==> config.mk <==
export PLATFORM = sky130hd
export DESIGN_NAME = serial_port_mm
export DESIGN_NICKNAME = d
export VERILOG_FILES = /design/src/rtl/serial_port_mm.sv
export SDC_FILE = /design/constraint.sdc
export NUM_CORES = 2
export LEC_CHECK = 0
export BUFFER_PORTS_ARGS = -buffer_cell sky130_fd_sc_hd__buf_2
export CAP_MARGIN = 20
export CORE_MARGIN = 2
export CORE_UTILIZATION = 55
export CTS_CLUSTER_DIAMETER = 30
export CTS_CLUSTER_SIZE = 20
export DETAILED_ROUTE_END_ITERATION = 10
export HOLD_SLACK_MARGIN = 0.08
export MAX_ROUTING_LAYER = met4
export PLACE_DENSITY_LB_ADDON = 0.08
export SYNTH_ARGS = -nofsm -noshare
export SYNTH_HDL_FRONTEND = slang
export SYNTH_MEMORY_MAX_BITS = 65536
export SYNTH_SLANG_ARGS = --single-unit
==> constraint.sdc <==
create_clock -name clk -period 37.5 [get_ports clk]
set_input_delay 7.5 -clock clk [delete_from_list [all_inputs] [get_ports clk]]
set_output_delay 7.5 -clock clk [all_outputs]
set_load 0.01 [all_outputs]
==> src/rtl/serial_port_mm.sv <==
module serial_port_mm #(
  parameter int CLK_HZ     = 50_000_000,
  parameter int BAUD       = 115_200,
  parameter int FIFO_DEPTH = 256,
  parameter int IRQ_LEVEL  = 31
) (
  input  logic        clk,
  input  logic        rst_n,
  input  logic        bus_sel,
  input  logic        bus_wr,
  input  logic        bus_rd,
  input  logic [3:0]  bus_be,
  input  logic [31:0] bus_wdata,
  output logic [31:0] bus_rdata,
  input  logic        rxd,
  output logic        txd,
  output logic        irq
);
  localparam int DIV   = (CLK_HZ / (BAUD * 16)) > 0 ? CLK_HZ / (BAUD * 16) : 1;
  localparam int DIV_W = DIV > 1 ? $clog2(DIV) : 1;
  localparam int AW    = $clog2(FIFO_DEPTH);
  localparam int CW    = AW + 1;

  logic [DIV_W-1:0] div_cnt;
  logic             tick;
  assign tick = (div_cnt == DIV_W'(DIV - 1));

  always_ff @(posedge clk) begin
    if (!rst_n || tick) div_cnt <= '0;
    else                div_cnt <= div_cnt + 1'b1;
  end

  logic wr_data_b0, rd_data_lo, wr_ctrl_b0;
  assign wr_data_b0 = bus_wr & ~bus_sel & bus_be[0];
  assign wr_ctrl_b0 = bus_wr &  bus_sel & bus_be[0];
  assign rd_data_lo = bus_rd & ~bus_sel & (bus_be[0] | bus_be[1]);

  logic re, we;
  always_ff @(posedge clk) begin
    if (!rst_n) begin
      re <= 1'b0;
      we <= 1'b0;
    end else if (wr_ctrl_b0) begin
      re <= bus_wdata[0];
      we <= bus_wdata[1];
    end
  end

  // transmit FIFO
  logic [7:0]    tx_mem [FIFO_DEPTH];
  logic [AW-1:0] tx_wp, tx_rp;
  logic [CW-1:0] tx_cnt, tx_free;
  logic          tx_push, tx_pop, tx_busy;

  assign tx_free = CW'(FIFO_DEPTH) - tx_cnt;
  assign tx_push = wr_data_b0 & (tx_free != '0);
  assign tx_pop  = tick & ~tx_busy & (tx_cnt != '0);

  always_ff @(posedge clk) begin
    if (tx_push) tx_mem[tx_wp] <= bus_wdata[7:0];
  end

  always_ff @(posedge clk) begin
    if (!rst_n) begin
      tx_wp  <= '0;
      tx_rp  <= '0;
      tx_cnt <= '0;
    end else begin
      if (tx_push) tx_wp <= tx_wp + 1'b1;
      if (tx_pop)  tx_rp <= tx_rp + 1'b1;
      case ({tx_push, tx_pop})
        2'b10:   tx_cnt <= tx_cnt + 1'b1;
        2'b01:   tx_cnt <= tx_cnt - 1'b1;
        default: tx_cnt <= tx_cnt;
      endcase
    end
  end

  // transmit shifter
  logic [10:0] tx_sh;
  logic [3:0]  tx_ovs, tx_bitn;

  always_ff @(posedge clk) begin
    if (!rst_n) begin
      tx_busy <= 1'b0;
      tx_sh   <= '1;
      tx_ovs  <= '0;
      tx_bitn <= '0;
    end else if (tx_pop) begin
      tx_busy <= 1'b1;
      tx_sh   <= {1'b1, ~^tx_mem[tx_rp], tx_mem[tx_rp], 1'b0};
      tx_ovs  <= '0;
      tx_bitn <= '0;
    end else if (tick && tx_busy) begin
      tx_ovs <= tx_ovs + 1'b1;
      if (tx_ovs == 4'd15) begin
        tx_sh   <= {1'b1, tx_sh[10:1]};
        tx_bitn <= tx_bitn + 1'b1;
        if (tx_bitn == 4'd10) tx_busy <= 1'b0;
      end
    end
  end

  assign txd = tx_busy ? tx_sh[0] : 1'b1;

  // receiver
  logic       rx_s1, rx_s2, rx_busy;
  logic [3:0] rx_ovs, rx_bitn;
  logic [8:0] rx_sh;
  logic       rx_mid, rx_done;

  assign rx_mid  = tick & rx_busy & (rx_ovs == 4'd7);
  assign rx_done = rx_mid & (rx_bitn == 4'd10) & rx_s2;

  always_ff @(posedge clk) begin
    if (!rst_n) begin
      rx_s1   <= 1'b1;
      rx_s2   <= 1'b1;
      rx_busy <= 1'b0;
      rx_ovs  <= '0;
      rx_bitn <= '0;
      rx_sh   <= '0;
    end else begin
      rx_s1 <= rxd;
      rx_s2 <= rx_s1;
      if (tick) begin
        if (!rx_busy) begin
          if (!rx_s2) begin
            rx_busy <= 1'b1;
            rx_ovs  <= '0;
            rx_bitn <= '0;
          end
        end else begin
          rx_ovs <= rx_ovs + 1'b1;
          if (rx_ovs == 4'd7) begin
            if (rx_bitn == 4'd0) begin
              if (rx_s2) rx_busy <= 1'b0;
              else       rx_bitn <= 4'd1;
            end else if (rx_bitn < 4'd10) begin
              rx_sh   <= {rx_s2, rx_sh[8:1]};
              rx_bitn <= rx_bitn + 1'b1;
            end else begin
              rx_busy <= 1'b0;
            end
          end
        end
      end
    end
  end

  // receive FIFO: {parity error, character}
  logic [8:0]    rx_mem [FIFO_DEPTH];
  logic [AW-1:0] rx_wp, rx_rp;
  logic [CW-1:0] rx_cnt;
  logic          rx_wr, rx_pop;
  logic [8:0]    rx_head;

  assign rx_wr   = rx_done & (rx_cnt != CW'(FIFO_DEPTH));
  assign rx_pop  = rd_data_lo & (rx_cnt != '0);
  assign rx_head = (rx_cnt != '0) ? rx_mem[rx_rp] : 9'd0;

  always_ff @(posedge clk) begin
    if (rx_wr) rx_mem[rx_wp] <= {~^rx_sh, rx_sh[7:0]};
  end

  always_ff @(posedge clk) begin
    if (!rst_n) begin
      rx_wp  <= '0;
      rx_rp  <= '0;
      rx_cnt <= '0;
    end else begin
      if (rx_wr)  rx_wp <= rx_wp + 1'b1;
      if (rx_pop) rx_rp <= rx_rp + 1'b1;
      case ({rx_wr, rx_pop})
        2'b10:   rx_cnt <= rx_cnt + 1'b1;
        2'b01:   rx_cnt <= rx_cnt - 1'b1;
        default: rx_cnt <= rx_cnt;
      endcase
    end
  end

  logic ri, wi;
  assign ri  = re & (rx_cnt  > CW'(IRQ_LEVEL));
  assign wi  = we & (tx_free > CW'(IRQ_LEVEL));
  assign irq = ri | wi;

  assign bus_rdata = bus_sel
    ? {16'(tx_free), 6'd0, wi, ri, 6'd0, we, re}
    : {16'(rx_cnt),  6'd0, rx_head[8], 1'b0, rx_head[7:0]};

endmodule

==> results.sh <==
export IMPL_status="completed"
export IMPL_postSynthCellCount=7966
export IMPL_cts_max_level=6
export IMPL_yosysUniqueCellTypes=78
export IMPL_critical_path_class="in -> out"
export IMPL_synth_top_area_share_pct=75.2
export IMPL_io_buffers=36
export IMPL_rsz0062_at_grt="no"
export IMPL_synth_seq_cells=4464
export IMPL_cp_arrival_ns=8.92
export IMPL_max_slew_margin_rel_pct=8.82
export IMPL_period_needed_ns=16.42
export IMPL_io_pins=76
export IMPL_hold_path_class="reg -> reg"
export IMPL_path_clk_slew_ns=0.05
export IMPL_endpoint_kind="output port"
export IMPL_r2r_cells=14
export IMPL_finalSetupViolCount=0
export IMPL_grt_use_total_pct=26.6
export IMPL_yosysSeqAreaShare_pct=76.5
export IMPL_r2r_setup_slack_ns=30.60
export IMPL_overflow=0
export IMPL_fmax_mhz=60.9
export IMPL_syn_area_mm2=0.174
export IMPL_startpoint_type="primary input"
export IMPL_whs_ns=0.464
export IMPL_routedWlPerCell_um=31.1
export IMPL_slew_viol_final=0
export IMPL_gp_congestion=0.850
export IMPL_critPathCapture="bus_rdata[1]"
export IMPL_path_max_fanout=18
export IMPL_async_reset_ff_share_pct=0
export IMPL_ctsResizeCount=0
export IMPL_final_cell_count_no_fill=13300
export IMPL_post_synth_top_count_cell="edfxtp_1"
export IMPL_fin_skew_ns=0.0586
export IMPL_die_h_um=566
export IMPL_core_area_mm2=0.314
export IMPL_synth_top_area_cell="edfxtp_1"
export IMPL_grt_max_degree=197
export IMPL_cap_violations=0
export IMPL_ctsHoldBuffers=0
export IMPL_hold_violations=0
export IMPL_worstReg2RegEnd="tx_sh[9]"
export IMPL_cp_required_ns=30.00
export IMPL_synthTopCellsByCount="edfxtp_1 (4352), mux4_2 (1225), nor2_1 (580), clkbuf_1 (244), mux2i_1 (147)"
export IMPL_clock_latency_ns=1.05
export IMPL_grt_pass1_vias=86000
export IMPL_initial_core_util_pct=55.2
export IMPL_cts_tree="built"
export IMPL_cts_num_sinks=4464
export IMPL_ir_worst_vdd_mv=0.0537
export IMPL_drive_above_1_share_pct=30.2
export IMPL_synth_area_leaders="edfxtp_1 (75%), mux4_2 (16%), dfxtp_1 (1.3%)"
export IMPL_ys_warn_count=0
export IMPL_clockRootBuffer="clkbuf_16"
export IMPL_fp_row_count=206
export IMPL_detail_route_antenna_nets=0
export IMPL_dp_cells=11800
export IMPL_drt_initial_drc_count=8814
export IMPL_vias_per_cell=6.26
export IMPL_synth_edf_count=4352
export IMPL_startpoint="bus_sel"
export IMPL_tightest_slew_ns=1.37
export IMPL_drt_pre_antenna_iters=5
export IMPL_cts_inserted_buffers=773
export IMPL_finalPower_uw=12700
export IMPL_die_w_um=566
export IMPL_power_density_mw_per_mm2=61.8
export IMPL_synth_area_per_cell_um2=21.8
export IMPL_grt_pass1_wl_um=601000
export IMPL_final_core_utilization_pct=65.3
export IMPL_finalCritPeriodShare_pct=43.8
export IMPL_vias=83100
export IMPL_cts_setup_buffers=0
export IMPL_tns_ns=0
export IMPL_syn2layout_area_growth_pct=18.3
export IMPL_drt_wl_total_um=413000
export IMPL_synth_main_ff_cell="edfxtp_1"
export IMPL_route_detailed_drc=0
export IMPL_clk_path_buf_depth=4
export IMPL_cellLeakagePower_uw=0.0637
export IMPL_nets=8524
export IMPL_dp_hpwl_um=239000
export IMPL_die_area_mm2=0.320
export IMPL_antenna_found_initial=11
==> kinds of logic (layout without fill, tap and decap cells) <==
| group | count (synthesis) | after routing | share of synthesized area, % |
|---|---|---|---|
| compound gates | 451 | 451 | 1.83 |
| xor+xnor | 69 | 69 | 0.348 |
| fa+ha+maj | 34 | 34 | 0.249 |
| buf+inv | 512 | 1646 | 1.46 |
| flops | 4464 | 4464 | 76.5 |
| mux | 1393 | 1393 | 16.9 |
| other cells | 1 | 16 | 0.00216 |
| simple gates | 1042 | 1042 | 2.70 |
==> power by group <==
group	switching, uW	internal (uW)	total, uW
Clock	2470	4740	7210
Sequential	0.822	5440	5440
Combinational	46.3	6.95	53.2
==> state kept, by name, indices dropped and copies added, names as in the netlist, 9 cells and up, named ones only <==
register  count
tx_cnt        9
tx_mem     2048
tx_sh        10
rx_cnt        9
rx_mem     2304
rx_sh         9
==> worst max-delay path, stage by stage <==
cell,delay (ns)
buf_2,0.29
a21o_1,0.69
o21ai_0,0.24
buf_2,0.19
==> cells in the final DEF, fill, tap and decap left out, types with 37 or more instances in the layout <==
cell type   instances
a22o_1             37
and2_1             50
xnor2_1            41
clkinv_2          114
dfxtp_1            92
clkinv_4           58
clkbuf_1           76
edfxtp_1         4352
a21oi_1            72
o21ai_0            55
nor2_1            579
mux2i_1           147
clkinv_1           91
clkinvlp_4         80
nand3_1            52
inv_6              60
a22oi_1           107
bufinv_16         126
clkbuf_16         786
buf_4             123
nand2_1           138
nor2b_1            53
o22ai_1            42
mux4_2           1225
==> stage by stage <==
step	instance area, um^2	setup WS [ns]
2_1_floorplan	174000	21.53
3_3_place_gp	178000	21.07
3_5_place_dp	178000	21.06
4_1_cts	205000	21.05
5_1_grt	205000	21.00
6_report	205000	21.08
==> layer usage <==
metal  GRT usage [%]  part of all wire [%]
met3            3.90                   6.1
met5               -                     0
met1            35.6                    40
met4            8.17                   3.1
met2            42.9                    51
==> area by class of cell <==
| class | count | area, um^2 |
|---|---|---|
| flip-flops and latches | 4464 | 133000 |
| inverters | 28 | 105 |
| diodes | 3 | 7.51 |
| multi-input cells | 3002 | 38400 |
| repair buffers | 179 | 1540 |
| clock buffers | 870 | 20100 |
| well taps | 4160 | 5200 |
| clock inverters | 569 | 7200 |
| fillers | 20400 | 109000 |
==> worst min path at each step <==
| stage | from | to | slack [ns] | depth (start not counted) |
|---|---|---|---|---|
| after floorplan | rx_s1 | rx_s2 | 0.39 | 1 |
| after global placement | div_cnt[0] | div_cnt[0] | 0.44 | 1 |
| after detailed placement | div_cnt[0] | div_cnt[0] | 0.46 | 1 |
| after CTS | div_cnt[0] | div_cnt[0] | 0.47 | 1 |
| after global routing | div_cnt[0] | div_cnt[0] | 0.50 | 1 |
| final | div_cnt[0] | div_cnt[0] | 0.46 | 1 |
(Power assumes the default switching activity.)
